<file path="config.mk">
export PLATFORM = sky130hd
export DESIGN_NAME = ser_host_rx
export DESIGN_NICKNAME = d
export VERILOG_FILES = /design/src/rtl/ser_host_pkg.sv /design/src/rtl/ser_sync.sv /design/src/rtl/ser_shifter.sv /design/src/rtl/ser_framer.sv /design/src/rtl/ser_host_rx.sv
export SDC_FILE = /design/constraint.sdc
export NUM_CORES = 1
export LEC_CHECK = 0
export BUFFER_PORTS_ARGS = -buffer_cell sky130_fd_sc_hd__buf_2
export CAP_MARGIN = 20
export CORE_UTILIZATION = 50
export DETAILED_ROUTE_END_ITERATION = 16
export PLACE_DENSITY_LB_ADDON = 0.08
export SYNTH_ARGS = -nofsm -noshare
export SYNTH_HDL_FRONTEND = slang
export SYNTH_HIERARCHICAL = 1
export SYNTH_SLANG_ARGS = --single-unit
</file>
<file path="constraint.sdc">
create_clock -name clk -period 6.8 [get_ports clk]
set_input_delay 1.36 -clock clk [delete_from_list [all_inputs] [get_ports clk]]
set_output_delay 1.36 -clock clk [all_outputs]
set_load 0.02 [all_outputs]
</file>
<file path="src/rtl/ser_host_pkg.sv">
package ser_host_pkg;
   typedef enum logic [1:0] {
      FR_CMD   = 2'd0,
      FR_PARAM = 2'd1,
      FR_DATA  = 2'd2
   } frame_e;
endpackage

</file>
<file path="src/rtl/ser_sync.sv">
module ser_sync #(
   parameter int              W       = 1,
   parameter int              STAGES  = 2,
   parameter logic [W-1:0]    RST_VAL = '0
) (
   input  logic         clk,
   input  logic         rst_n,
   input  logic [W-1:0] d,
   output logic [W-1:0] q
);
   if (STAGES < 2) begin : g_bad_stages
      $error("ser_sync: STAGES must be at least 2");
   end

   logic [W-1:0] stage_q [STAGES];

   for (genvar s = 0; s < STAGES; s++) begin : g_stage
      if (s == 0) begin : g_first
         always_ff @(posedge clk or negedge rst_n) begin
            if (!rst_n) stage_q[0] <= RST_VAL;
            else        stage_q[0] <= d;
         end
      end else begin : g_next
         always_ff @(posedge clk or negedge rst_n) begin
            if (!rst_n) stage_q[s] <= RST_VAL;
            else        stage_q[s] <= stage_q[s-1];
         end
      end
   end

   assign q = stage_q[STAGES-1];
endmodule

</file>
<file path="src/rtl/ser_shifter.sv">
module ser_shifter #(
   parameter int BYTE_W = 8
) (
   input  logic              clk,
   input  logic              rst_n,
   input  logic              sclk_s,
   input  logic              sdata_s,
   input  logic              csn_s,
   input  logic              dc_s,
   output logic              done,
   output logic [BYTE_W-1:0] byte_q,
   output logic              dc_q
);
   localparam int CNT_W = (BYTE_W > 1) ? $clog2(BYTE_W) : 1;
   localparam logic [CNT_W-1:0] LAST_BIT = CNT_W'(BYTE_W - 1);

   if (BYTE_W < 2) begin : g_bad_width
      $error("ser_shifter: BYTE_W must be at least 2");
   end

   logic              sclk_d;
   logic              rise;
   logic [CNT_W-1:0]  bit_cnt;
   logic [BYTE_W-1:0] shreg;
   logic [BYTE_W-1:0] shreg_nxt;

   assign rise      = sclk_s & ~sclk_d;
   assign shreg_nxt = {shreg[BYTE_W-2:0], sdata_s};

   always_ff @(posedge clk or negedge rst_n) begin
      if (!rst_n) begin
         sclk_d  <= 1'b0;
         bit_cnt <= '0;
         shreg   <= '0;
         done    <= 1'b0;
         byte_q  <= '0;
         dc_q    <= 1'b0;
      end else begin
         sclk_d <= sclk_s;
         done   <= 1'b0;
         if (csn_s) begin
            bit_cnt <= '0;
         end else if (rise) begin
            shreg <= shreg_nxt;
            if (bit_cnt == LAST_BIT) begin
               bit_cnt <= '0;
               done    <= 1'b1;
               byte_q  <= shreg_nxt;
               dc_q    <= dc_s;
            end else begin
               bit_cnt <= bit_cnt + 1'b1;
            end
         end
      end
   end


   valid_pulse_chk: assert property (@(posedge clk) disable iff (!rst_n)
      done |=> !done);


   cs_idle_chk: assert property (@(posedge clk) disable iff (!rst_n)
      csn_s |=> !done);


   bit_hold_chk: assert property (@(posedge clk) disable iff (!rst_n)
      (!rise && !csn_s) |=> $stable(bit_cnt));
endmodule

</file>
<file path="src/rtl/ser_framer.sv">
module ser_framer
   import ser_host_pkg::*;
#(
   parameter int                BYTE_W     = 8,
   parameter logic [BYTE_W-1:0] LEN_OPCODE = 8'hB6
) (
   input  logic              clk,
   input  logic              rst_n,
   input  logic              mode_3w,
   input  logic              done,
   input  logic [BYTE_W-1:0] byte_i,
   input  logic              dc_i,
   output logic              tag_data
);
   localparam int RUN_W = BYTE_W + 1;
   localparam logic [RUN_W-1:0] RUN_ONE = RUN_W'(1);

   frame_e           state;
   logic [RUN_W-1:0] run_cnt;

   assign tag_data = mode_3w ? (state == FR_DATA) : dc_i;

   always_ff @(posedge clk or negedge rst_n) begin
      if (!rst_n) begin
         state   <= FR_CMD;
         run_cnt <= '0;
      end else if (done && mode_3w) begin
         unique case (state)
            FR_CMD: begin
               if (byte_i == LEN_OPCODE) state <= FR_PARAM;
            end
            FR_PARAM: begin
               run_cnt <= {1'b0, byte_i} + RUN_ONE;
               state   <= FR_DATA;
            end
            FR_DATA: begin
               run_cnt <= run_cnt - RUN_ONE;
               if (run_cnt == RUN_ONE) state <= FR_CMD;
            end
            default: state <= FR_CMD;
         endcase
      end
   end


   mode4_hold_chk: assert property (@(posedge clk) disable iff (!rst_n)
      !mode_3w |=> ($stable(run_cnt) && $stable(state)));


   run_load_chk: assert property (@(posedge clk) disable iff (!rst_n)
      (done && mode_3w && state == FR_PARAM) |=>
         (run_cnt == {1'b0, $past(byte_i)} + RUN_ONE));


   run_step_chk: assert property (@(posedge clk) disable iff (!rst_n)
      (done && mode_3w && state == FR_DATA) |=>
         (run_cnt == $past(run_cnt) - RUN_ONE));
endmodule

</file>
<file path="src/rtl/ser_host_rx.sv">
module ser_host_rx #(
   parameter int         BYTE_W      = 8,
   parameter int         SYNC_STAGES = 2,
   parameter bit         LEN_FRAMING = 1'b1,
   parameter logic [7:0] LEN_OPCODE  = 8'hB6
) (
   input  logic              clk,
   input  logic              rst_n,
   input  logic              mode_3w,
   input  logic              sclk_in,
   input  logic              sdata_in,
   input  logic              cs_n_in,
   input  logic              dc_in,
   output logic              rx_valid,
   output logic [BYTE_W-1:0] rx_byte,
   output logic              rx_is_data
);
   localparam int NSIG = 4;

   if (BYTE_W != 8) begin : g_bad_byte
      $error("ser_host_rx: BYTE_W must be 8");
   end

   logic [NSIG-1:0] raw_v;
   logic [NSIG-1:0] syn_v;
   logic            done;
   logic            dc_cap;

   assign raw_v = {sclk_in, sdata_in, cs_n_in, dc_in};

   ser_sync #(
      .W      (NSIG),
      .STAGES (SYNC_STAGES),
      .RST_VAL(4'b0010)
   ) u_sync (
      .clk  (clk),
      .rst_n(rst_n),
      .d    (raw_v),
      .q    (syn_v)
   );

   ser_shifter #(.BYTE_W(BYTE_W)) u_shift (
      .clk    (clk),
      .rst_n  (rst_n),
      .sclk_s (syn_v[3]),
      .sdata_s(syn_v[2]),
      .csn_s  (syn_v[1]),
      .dc_s   (syn_v[0]),
      .done   (done),
      .byte_q (rx_byte),
      .dc_q   (dc_cap)
   );

   if (LEN_FRAMING) begin : g_framed
      ser_framer #(
         .BYTE_W    (BYTE_W),
         .LEN_OPCODE(LEN_OPCODE[BYTE_W-1:0])
      ) u_frame (
         .clk     (clk),
         .rst_n   (rst_n),
         .mode_3w (mode_3w),
         .done    (done),
         .byte_i  (rx_byte),
         .dc_i    (dc_cap),
         .tag_data(rx_is_data)
      );
   end else begin : g_pin_only
      logic unused_mode;
      assign unused_mode = mode_3w;
      assign rx_is_data  = dc_cap;
   end

   assign rx_valid = done;


   pin_tag_chk: assert property (@(posedge clk) disable iff (!rst_n)
      (rx_valid && !mode_3w) |-> (rx_is_data == dc_cap));
endmodule

</file>
==> run metrics, run 1 <==
full die area=4140 sq um; area leader, netlist=dfrtp_1; Reg clk slew, reported paths=0.07 ns; Slew Limit Headroom=0.4247; Hold Path Class=reg2reg; critical path's most frequent cell=buf_2; via count=1255; Routed WL=3.319 mm; grt ovf=0; leading post-synthesis cells by cell area=dfrtp_1 49%, mux2_2 9.9%, ha_1 6.4%, mux2i_1 3.6%, dfstp_2 2.7%; Switching Power=0.00009855 W; ANT cells=0; CP startpoint kind=input pin; largest net degree at the start of global routing=41; critical path's largest stage delay=0.32 ns; Synth async-reset ratio=1.000; clock tree buffer depth=2; CTS tree=built; die extent in x=64.34 um; Mapped Avg Cell Area=11.78 sq um; CTS resizes=0; Flop pwr share=0.564; GPL Wtd Cong=0.7937; final core occ=0.5756; outcome=finished clean; RR Endpoint=g_framed.u_frame/state[0]; CP Data Required Time=5.44 ns; Pwr per Cell Area=226.9 nW/um^2; HPWL Detailed=2.437 mm; fin crit share=0.4869; synth unique cells=36; area of the core=3689 sq um; antenna violations before repair=0; Critical Path End Type=output port; Setup WS pre-CTS=3.492 ns; Root Buffer=clkbuf_8; Peak Freq=302.0 MHz; cells after synthesis=165; PortBufs=16; RSZ-0062 raised after global routing=false; reg-to-reg slack, setup=4.45 ns; sequential area share after synthesis=0.5164; ys flop type=dfrtp_1; post-synthesis cell area=1943 sq um; maximum resistive drop on vdd=0.0001824 V; final hold vios=0; Clock Skew=0.003130 ns; P_leak=0.9878 nW; Via density=5.529; Rows=22; cells on worst reg2reg path=4; share of post-route cells with drive strength above 1=0.2737; CTS Hold Bufs=0; Final Instance Area=2123 sq um; Starting Density=0.5268; Worst Setup EP=rx_is_data; Top Ports=17; clock network power share=0.381; CTS H-Tree Depth=2; sw frac=0.2046; setup TNS=0 ns; final-report setup violation count=0; TritonCTS buffer count=5; YS warnings=6; Max Cap Violations=0; wire per inst=14.62 um; Yosys top cell area share=0.4894; DR pass1 iterations=4; P_int=0.0003833 W; critical-path cell list=buf_2 -> mux2_2 -> buf_2; power share of the combinational group=0.056; Min Hold Slack=0.3566 ns; gr usage total=0.1929; Hold Crit Start=u_sync/stage_q[7]; Syn Nets=182; Post-synth EDFFs=0; Sink Count=40; initial DRC count=117; RR Startpoint=g_framed.u_frame/run_cnt[3]; layout overhead on the synthesized area=9.273%; Slowest cell on crit path=mux2_2; postcts setup bufs=0; Worst Tran Pin Value=0.8629 ns; placed inst area=2016 sq um; synthesis-stage register bit count=40; Setup WS post-layout=3.489 ns; number of nets still failing antenna checks after routing=0; peak fanout along the critical path=4; Die Y=64.34 um; vias in the first global route=1260; Worst setup startpoint=mode_3w; WS Path Type=in2out; global-route wire length before repair=5.892 mm; Nets=195; Slew Limit Fails=0; crit path time final=3.311 ns; DR DRC count=0; Worst Path Arrival=1.95 ns; latest clock arrival within the worst-skew pair=0.29 ns
## metrics by stage
| stage | cells | total power (W) |
|---|---|---|
| final | 227 | 0.0004818 |
| after global routing | 227 | 0.0005034 |
| after CTS | 227 | 0.0004913 |
| after detailed placement | 219 | 0.0003044 |
| after global placement | 219 | 0.0003006 |
| after floorplan | 165 | 0.0002925 |
## power groups by stage
stage	Clock [W]	Combinational (W)	Sequential, W
2_1_floorplan	0	0.0000217	0.000271
3_3_place_gp	0	0.0000263	0.000274
3_5_place_dp	0	0.0000275	0.000277
4_1_cts	0.000192	0.0000277	0.000272
5_1_grt	0.000198	0.0000305	0.000275
6_report	0.000183	0.0000268	0.000272
## area by class of cell
class / count / area, sq um
fillers: 333 / 1565
flip-flops and latches: 40 / 1003
multi-input cells: 110 / 853.3
repair buffers: 16 / 80.08
clock buffers: 6 / 72.57
well taps: 48 / 60.06
clock inverters: 2 / 35.03
inverters: 5 / 18.77
## worst max-delay path, delay by kind of cell
| family | cells | cell delay, ns |
|---|---|---|
| mux | 1 | 0.32 |
| buf+inv | 2 | 0.27 |
## logic make-up after synthesis
group           share of synthesized area
simple gates                       0.1307
buf+inv                           0.04443
fa+ha+maj                         0.06439
xor+xnor                          0.02704
mux                                0.1462
flops                              0.5164
compound gates                    0.07083
## worst min-delay path by stage
stage,endpoint,slack (ns),depth (start not counted)
final,u_sync/q[3],0.36,0
after global routing,u_sync/q[3],0.36,0
after floorplan,u_sync/q[0],0.33,0
after detailed placement,u_sync/q[3],0.34,0
after CTS,u_sync/q[3],0.36,0
after global placement,u_sync/q[3],0.33,0
## flip-flops by register name (all words and copies together), names as in the netlist, 2 cells and up
| register | cells |
|---|---|
| u_shift/bit_cnt | 3 |
| u_shift/byte_q | 8 |
| g_framed.u_frame/state | 2 |
| u_sync/stage_q | 4 |
| u_shift/shreg | 7 |
| g_framed.u_frame/run_cnt | 9 |
| u_sync/q | 4 |
## cells in the final DEF, fill, tap and decap left out, drive strengths merged, types with 2 or more instances in the layout
cell	n
mux2i	7
or4	2
and3	2
a221oi	4
nor3	2
mux2	19
dfstp	2
nand2	8
nand2b	4
xor2	2
nor2	15
xnor2	4
clkbuf	6
inv	5
nand3	7
dfrtp	38
buf	16
a21oi	6
ha	10
o21ai	7
nand4	2
## per-layer routing
metal	GRT usage	wire (um)	up-vias
met5	0	0	-
met4	0.09167	66	0
met3	0.04821	97	7
met2	0.3145	1638	20
met1	0.2381	1516	622
li1	-	-	606
## cells in the mapped netlist, types with 4 or more instances
library cell / n
dfrtp_1: 38
mux2_2: 17
nor2_1: 14
ha_1: 10
nand2_1: 8
mux2i_1: 7
nand3_1: 7
o21ai_0: 7
a21oi_1: 6
inv_1: 5
buf_4: 4
xnor2_1: 4
Power figures use the tool's default switching activity.
==> run 2, diff against run 1 <==
==> constraint.sdc (replaced) <==
create_clock -name clk -period 3.1 [get_ports clk]
set_input_delay 0.62 -clock clk [delete_from_list [all_inputs] [get_ports clk]]
set_output_delay 0.62 -clock clk [all_outputs]
set_load 0.02 [all_outputs]
==> run metrics, run 2 (synthesis gave the netlist of run 1 again) <==
outcome=finished clean; largest net degree at the start of global routing=41; Via density=5.443; worst path bufs/invs=0; grt ovf=0; Max Cap Violations=0; Rows=22; Slew Limit Headroom=0.4323; critical path's most frequent cell=or4_4; share of post-route cells with drive strength above 1=0.2778; crit path time final=2.315 ns; most frequent cells in the layout=38 x dfrtp_1, 17 x mux2_2, 16 x buf_2; Hold Path Class=reg2reg; final hold vios=0; Worst Path Arrival=2.48 ns; critical path's largest stage delay=0.56 ns; full die area=4140 sq um; reg-to-reg slack, setup=0.79 ns; Root Buffer=clkbuf_8; number of nets still failing antenna checks after routing=0; CP startpoint kind=flip-flop; clock tree buffer depth=2; multi-input logic area=853.3 sq um; vias in the first global route=1223; final-layout fill cell count=330; max reg flops=9; RR Endpoint=g_framed.u_frame/state[1]; Pwr per Cell Area=495.4 nW/um^2; Peak Freq=432.1 MHz; RR Startpoint=g_framed.u_frame/run_cnt[3]; cells on worst reg2reg path=4; Most flops, register=g_framed.u_frame/run_cnt; latest clock arrival within the worst-skew pair=0.28 ns; Setup WS pre-CTS=0.7748 ns; Critical Path End Type=flip-flop; final-report setup violation count=0; CTS Hold Bufs=0; critical-path cell list=or4_4 -> or4_4 -> a221oi_2 -> mux2_1; PortBufs=16; die extent in x=64.34 um; initial DRC count=56; setup TNS=0 ns; CTS resizes=0; P_leak=0.9933 nW; gr usage total=0.1805; Worst setup startpoint=g_framed.u_frame/run_cnt[3]; Starting Density=0.5268; Largest regs=g_framed.u_frame/run_cnt: 9 flops, u_shift/byte_q: 8 flops, u_shift/shreg: 7 flops; antenna violations before repair=0; Top Family by Delay on Critical Path=simple AND/OR/NAND/NOR gates; postcts setup bufs=0; peak fanout along the critical path=7; CP Data Required Time=3.27 ns; commonest non-fill, non-tap cell in the layout=dfrtp_1; Nets=196; CTS tree=built; via count=1241; Slowest cell on crit path=or4_4; critical path depth=4; Worst Setup EP=g_framed.u_frame/state[1]; Clock Skew=0.003856 ns; Routed WL=3.212 mm; Reg clk slew, reported paths=0.07 ns; fin crit share=0.7466; Worst Tran Pin Value=0.8515 ns; DR DRC count=0; Slew Limit Fails=0; layout overhead on the synthesized area=9.659%; Top Ports=17; wire per inst=14.09 um; GPL Wtd Cong=0.7867; TritonCTS buffer count=5; Die Y=64.34 um; DR pass1 iterations=4; global-route wire length before repair=5.616 mm; ANT cells=0; WS Path Type=reg2reg; Sink Count=40; Storage cell area=1003 sq um; maximum resistive drop on vdd=0.0003947 V; RSZ-0062 raised after global routing=false; area of the core=3689 sq um; HPWL Detailed=2.342 mm; Setup WS post-layout=0.7855 ns; CTS H-Tree Depth=2
## run 2: layout make-up
class,count,share of cell area
timing repair buffer,17,0.04110
clock inverter,2,0.01644
sequential,40,0.4709
inverter,5,0.008808
clock buffer,6,0.03406
tap,48,0.02819
multi-input combinational,110,0.4005
## run 2: through the flow
stage	hold WS, ns	instance area, sq um	total power (W)	cells	util
floorplan	0.3244	1943	0.0006416	165	-
global placement	0.3338	2023	0.0006591	220	0.5485
detailed placement	0.3387	2023	0.0006652	220	0.5485
CTS	0.3562	2131	0.001072	228	0.5777
global route	0.3592	2131	0.001104	228	0.5777
finish	0.3517	2131	0.001056	228	0.5777
## run 2: how the worst min path moves through the flow
stage                      startpoint                     endpoint  depth (start not counted)
floorplan                       rst_n  g_framed.u_frame/run_cnt[0]                          0
global placement    u_sync/stage_q[7]                  u_sync/q[3]                          0
detailed placement  u_sync/stage_q[6]                  u_sync/q[2]                          0
CTS                 u_sync/stage_q[6]                  u_sync/q[2]                          0
global route        u_sync/stage_q[6]                  u_sync/q[2]                          0
finish              u_sync/stage_q[6]                  u_sync/q[2]                          0
## run 2: layer usage
layer | global-route usage | up-vias | wire, um
li1 | - | 603 | -
met1 | 0.2217 | 609 | 1424
met2 | 0.3039 | 27 | 1609
met3 | 0.04643 | 2 | 155
met4 | 0.06667 | 0 | 22
met5 | 0 | - | 0
## run 2: worst reg2reg max path: cells and delay by family, from the launching register on
kind	cells	cell delay, ns
DFF	1	0.44
muxes	1	0.36
AOI/OAI and AO/OA	1	0.35
and+or+nand+nor	2	1.05
## run 2: power by group
group	switching [W]	internal [W]	total, W
logic	0.0000234	0.0000348	0.0000582
registers	0.0000282	0.000567	0.000595
clock network	0.000163	0.000239	0.000402
